`src/rtl/burst_mon_pkg.sv`:
```
package burst_mon_pkg;

    localparam int BEATS = 4;
    localparam int ST_W  = $clog2(BEATS + 3);

    typedef enum logic [ST_W-1:0] {
        ST_IDLE = 3'd0,
        ST_A1   = 3'd1,
        ST_A2   = 3'd2,
        ST_A3R1 = 3'd3,
        ST_A4R2 = 3'd4,
        ST_R3   = 3'd5,
        ST_END  = 3'd6
    } mon_state_t;

    // cnt[k] set means the request beat with k+1 beats remaining was seen
    typedef struct packed {
        logic             cmd;
        logic [BEATS-1:0] cnt;
    } sb_t;

endpackage

```
`src/rtl/burst_mon_beat.sv`:
```
module burst_mon_beat
    import burst_mon_pkg::*;
(
    input  logic             rd_cmd,
    input  logic [BEATS-1:0] remain,
    input  logic             addr_vld,
    input  logic             cmd_acc,
    input  logic             resp_vld,
    input  logic             data_vld,
    output logic             first_hit,
    output logic [BEATS-1:0] req_hit,
    output logic             rsp_hit
);

    for (genvar k = 0; k < BEATS; k++) begin : g_req
        assign req_hit[k] = rd_cmd & remain[k] & addr_vld;
    end

    assign first_hit = req_hit[BEATS-1] & cmd_acc;
    assign rsp_hit   = resp_vld & data_vld;

endmodule

```
`src/rtl/burst_mon_sb.sv`:
```
module burst_mon_sb
    import burst_mon_pkg::*;
(
    input  logic             clk,
    input  logic             rst,
    input  logic             clr,
    input  logic             set_cmd,
    input  logic [BEATS-1:0] set_cnt,
    output sb_t              q
);

    sb_t d;

    always_comb begin
        d      = clr ? '0 : q;
        d.cmd  = d.cmd | set_cmd;
        d.cnt  = d.cnt | set_cnt;
    end

    always_ff @(posedge clk) begin
        if (rst) q <= '0;
        else     q <= d;
    end

    AST_SB_SET_HOLDS: assert property (@(posedge clk) disable iff (rst)
        (set_cnt != '0) |=> ((q.cnt & $past(set_cnt)) == $past(set_cnt)));

endmodule

```
`src/rtl/burst_mon_top.sv`:
```
module burst_mon_top
    import burst_mon_pkg::*;
(
    input  logic       clk,
    input  logic       rst,
    input  logic       rd_cmd,
    input  logic [3:0] remain,
    input  logic       addr_vld,
    input  logic       cmd_acc,
    input  logic       resp_vld,
    input  logic       data_vld,
    output logic       burst_done,
    output logic       proto_err,
    output logic [2:0] state_idx
);

    mon_state_t       state, nxt;
    sb_t              sb_q;
    logic             first_hit, rsp_hit;
    logic [BEATS-1:0] req_hit;
    logic             sb_clr, set_cmd, abandon, err_d, done_d;
    logic [BEATS-1:0] set_cnt;

    burst_mon_beat u_beat (
        .rd_cmd    (rd_cmd),
        .remain    (remain),
        .addr_vld  (addr_vld),
        .cmd_acc   (cmd_acc),
        .resp_vld  (resp_vld),
        .data_vld  (data_vld),
        .first_hit (first_hit),
        .req_hit   (req_hit),
        .rsp_hit   (rsp_hit)
    );

    burst_mon_sb u_sb (
        .clk     (clk),
        .rst     (rst),
        .clr     (sb_clr),
        .set_cmd (set_cmd),
        .set_cnt (set_cnt),
        .q       (sb_q)
    );

    // next state and scoreboard actions
    always_comb begin
        nxt     = state;
        sb_clr  = 1'b0;
        set_cmd = 1'b0;
        set_cnt = '0;
        abandon = 1'b0;
        err_d   = 1'b0;
        done_d  = 1'b0;
        unique case (state)
            ST_IDLE: begin
                if (first_hit) begin
                    nxt     = ST_A1;
                    set_cmd = 1'b1;
                    set_cnt[BEATS-1] = 1'b1;
                end
            end
            ST_A1: begin
                if (req_hit[2]) begin
                    nxt        = ST_A2;
                    set_cmd    = 1'b1;
                    set_cnt[2] = 1'b1;
                end else abandon = 1'b1;
            end
            ST_A2: begin
                if (req_hit[1] && rsp_hit && sb_q.cmd && sb_q.cnt[3]) begin
                    nxt        = ST_A3R1;
                    set_cnt[1] = 1'b1;
                end else abandon = 1'b1;
            end
            ST_A3R1: begin
                if (req_hit[0] && rsp_hit && sb_q.cmd && sb_q.cnt[2]) begin
                    nxt        = ST_A4R2;
                    set_cnt[0] = 1'b1;
                end else abandon = 1'b1;
            end
            ST_A4R2: begin
                if (rsp_hit && sb_q.cmd && sb_q.cnt[1]) nxt = ST_R3;
                else abandon = 1'b1;
            end
            ST_R3: begin
                if (rsp_hit && sb_q.cmd && sb_q.cnt[0]) begin
                    nxt    = ST_END;
                    sb_clr = 1'b1;
                    done_d = 1'b1;
                end else abandon = 1'b1;
            end
            ST_END: begin
                if (first_hit) begin
                    nxt     = ST_A1;
                    set_cmd = 1'b1;
                    set_cnt[BEATS-1] = 1'b1;
                end else nxt = ST_IDLE;
            end
            default: begin
                nxt    = ST_IDLE;
                sb_clr = 1'b1;
            end
        endcase
        if (abandon) begin
            sb_clr = 1'b1;
            if (first_hit) begin
                nxt     = ST_A1;
                set_cmd = 1'b1;
                set_cnt[BEATS-1] = 1'b1;
            end else begin
                nxt   = ST_IDLE;
                err_d = 1'b1;
            end
        end
    end

    // state register
    always_ff @(posedge clk) begin
        if (rst) state <= ST_IDLE;
        else     state <= nxt;
    end

    // registered outputs
    always_ff @(posedge clk) begin
        if (rst) begin
            burst_done <= 1'b0;
            proto_err  <= 1'b0;
        end else begin
            burst_done <= done_d;
            proto_err  <= err_d;
        end
    end

    assign state_idx = state;

    AST_FIRST_ARMS: assert property (@(posedge clk) disable iff (rst)
        (state == ST_IDLE && first_hit) |=> (state == ST_A1));
    AST_OVL_GATED: assert property (@(posedge clk) disable iff (rst)
        (state == ST_A3R1) |-> (sb_q.cmd && sb_q.cnt[3] && sb_q.cnt[2]));
    AST_DONE_AFTER_R3: assert property (@(posedge clk) disable iff (rst)
        burst_done |-> ($past(state) == ST_R3));
    AST_DONE_IN_END: assert property (@(posedge clk) disable iff (rst)
        burst_done |-> (state == ST_END));
    AST_ERR_TO_IDLE: assert property (@(posedge clk) disable iff (rst)
        proto_err |-> (state == ST_IDLE));
    AST_IDLE_SB_EMPTY: assert property (@(posedge clk) disable iff (rst)
        (state == ST_IDLE) |-> (sb_q == '0));
    AST_END_SB_EMPTY: assert property (@(posedge clk) disable iff (rst)
        (state == ST_END) |-> (sb_q == '0));
    AST_NO_DONE_ERR: assert property (@(posedge clk) disable iff (rst)
        !(burst_done && proto_err));

endmodule

```
`config.mk`:
```
export PLATFORM = sky130hd
export DESIGN_NAME = burst_mon_top
export DESIGN_NICKNAME = d
export VERILOG_FILES = /design/src/rtl/burst_mon_pkg.sv /design/src/rtl/burst_mon_beat.sv /design/src/rtl/burst_mon_sb.sv /design/src/rtl/burst_mon_top.sv
export SDC_FILE = /design/constraint.sdc
export NUM_CORES = 1
export LEC_CHECK = 0
export BUFFER_PORTS_ARGS = -buffer_cell sky130_fd_sc_hd__buf_2
export CAP_MARGIN = 20
export CORE_AREA = 2 2 39 41
export CTS_CLUSTER_SIZE = 12
export DETAILED_ROUTE_END_ITERATION = 10
export DIE_AREA = 0 0 41 43
export GPL_ROUTABILITY_DRIVEN = 1
export MAX_ROUTING_LAYER = met4
export PLACE_DENSITY = 0.58
export REMOVE_ABC_BUFFERS = 1
export SYNTH_ARGS = -nofsm -noshare
export SYNTH_HDL_FRONTEND = slang
export SYNTH_SLANG_ARGS = --single-unit
export TNS_END_PERCENT = 20
```
`constraint.sdc`:
```
create_clock -name clk -period 4 [get_ports clk]
set_clock_uncertainty 0.15 [all_clocks]
set_input_delay 1.2 -clock clk [delete_from_list [all_inputs] [get_ports clk]]
set_output_delay 1.2 -clock clk [all_outputs]
set_load 0.01 [all_outputs]
```
==> out/results.tsv <==
metric	value	unit
status	finished clean	
Die Width	41	um
root buf cell	clkbuf_4	
drt via density	5.48	
P&R area growth vs syn	22.4	%
share of the synthesized area in the top cell type	41.2	%
Post-Synth XOR/XNOR Area	0	%
sequential fraction of the synthesis area	41.2	%
Critical Path Start Type	input pin	
Lkg Pwr	0.290	nW
global-route wire length before repair	1.77	mm
CP endpoint kind	flop	
Post-Synth Adder-Cell Area	0	%
WL final	1.06	mm
largest net degree at the start of global routing	10	
Tmin final	2.61	ns
post-layout instance count excluding filler cells	82	
Ys Warns	0	
Worst-path clk slew	0.06	ns
Tightest Pin Transition	0.358	ns
DRT iter0 DRCs	15	
timing-limited maximum frequency	0.383	GHz
fin crit share	65.2	%
clock insertion delay at the later pin of the skew report	0.26	ns
I/O pin total	16	
TritonCTS Sinks	10	
leading area contributor after synthesis	dfxtp_1	
GRT Residual Overflow	0	
post-synthesis mux area share	0	%
largest cells by area after synthesis	dfxtp_1 (41%), a311oi_4 (5.4%), a211oi_1 (4.6%)	
Routed met1 length	500	um
RSZ-0062 raised after global routing	no	
count of cell types in the netlist	26	
Post-CTS Setup Repair Bufs	0	
Initial Utilization	35.1	%
Hold/Removal Path Class	flop to flop	
core area	1380	sq um
Antenna Cells	0	
crit path kind	input pin to flop	
Fin. Hold Viols	0	
relative slew slack	76.0	%
Clock Tree Buf Depth	2	
Compound-Gate Fraction of Synth Area	28.9	%
Rows	14	
# hold bufs at CTS	0	
Port Buffers	15	
# DRC	0	
Post-Place Cell Area	572	sq um
antenna violation net count after detailed routing	0	
detailed placer's ending HPWL	780	um
Max Cap Viol	0	
simple-gate portion of the synthesized area	27.3	%
H-tree levels	1	
Critical Path Fanout Max	7	
First-pass DRT Iterations	4	
synthesized area	485	sq um
Final nets	79	
die height	43	um
drt wl/cell	13.0	um
CTS tree	built	
WL met3	103	um
Syn Inst Count	50	
number of synthesized register bits	10	
Num CTS Buffers	3	
Slew Limit Fails	0	
WP data required	4.06	ns
WP data arrival	2.67	ns
setup violators final	0	
via count	449	
GP Congestion	0.862	
Setup Slack @ Placement	1.14	ns
dpl cells	79	
PD cells	325	nW/um^2
Max VDD drop	0.159	mV
design area	594	sq um
ratio of cells with drive above 1 in the final layout	33.3	%
PostCTS Resize Cnt	0	
Met2 Wirelength	419	um
post-route setup TNS	0	ns
top sig layer	met4	
die area	1760	sq um
Total Power	0.193	mW
gr usage total	15.7	%
vias in the first global route	400	
synthesized area per cell	9.71	sq um
largest family of logic cells by synthesized area	compound AO/OA/AOI/OAI gates	
final worst slack	1.39	ns
antenna violations before repair	0	
layout by cell type (no fill, tap or decap), drive strengths merged:
cell type,count
nand4,1
a211oi,3
nor3,3
and3,2
inv,1
nor3b,1
o21a,1
nor2b,1
dfxtp,10
or2b,1
o2111ai,1
a22o,2
a311oi,2
and4b,1
a21boi,1
a211o,2
buf,15
clkbuf,3
and3b,2
nor2,3
nand2,2
nand3,2
nand2b,3
a21o,3
flip-flops by register name (all words and copies together) (netlist names):
name	cells
proto_err	1
u_sb.q	5
burst_done	1
state_idx	3
power by group:
part	switching, mW	internal, mW
Clock	0.0331	0.0347
Sequential	0.00218	0.102
Combinational	0.0108	0.0105
Total	0.0461	0.147
layer usage:
metal / GRT usage [%] / vias up
met1: 21.8 / 188
met5: - / -
met3: 3.14 / 5
met2: 19.1 / 27
li1: - / 229
met4: 12.0 / 0
cell usage after synthesis:
cell	number
dfxtp_1	10
nand3_1	2
inv_1	1
a211oi_1	3
or2b_1	1
a311oi_4	1
buf_2	1
and3_1	2
nor3_1	3
nand4_1	1
a21o_1	3
nand2_1	2
buf_1	1
o21a_1	1
and3b_2	2
o2111ai_1	1
a22o_1	2
a21boi_0	1
a311oi_1	1
and4b_1	1
nor3b_1	1
a211o_1	1
a211o_2	1
nor2_1	3
nor2b_1	1
nand2b_1	3
stage by stage:
step | hold WS [ns] | util [%]
detailed placement | 0.285 | 41.3
global placement | 0.290 | 41.3
global route | 0.321 | 42.9
CTS | 0.300 | 42.9
floorplan | 0.268 | -
finish | 0.295 | 42.9
final timing paths:
path	start	endpoint	slack (ns)	cells past startpoint
hold / removal	u_sb.q[3]	u_sb.q[3]	0.30	1
setup reg to reg	state_idx[0]	u_sb.q[1]	1.93	5
setup / recovery	data_vld	u_sb.q[1]	1.39	6
hold reg to reg	u_sb.q[3]	u_sb.q[3]	0.30	1
area by class of cell:
type                       count  area, sq um
fill                         139          790
multi-input combinational     37          273
sequential                    10          200
timing repair buffer          15         75.1
clock buffer                   3         22.5
tap                           16         20.0
inverter                       1         3.75
cell families (layout without fill, tap and decap cells):
logic type / count (synthesis) / in the layout
flip-flops: 10 / 10
AO/OA/AOI/OAI: 15 / 15
buffers and inverters: 3 / 19
AND/OR/NAND/NOR: 22 / 22
critical path, stage by stage:
cell and delay [ns]:
buf_2 0.08, and3_1 0.27, o2111ai_1 0.15, a211o_2 0.42, a311oi_4 0.37, a22o_1 0.19
No activity file was read; power rests on OpenSTA's default activity.
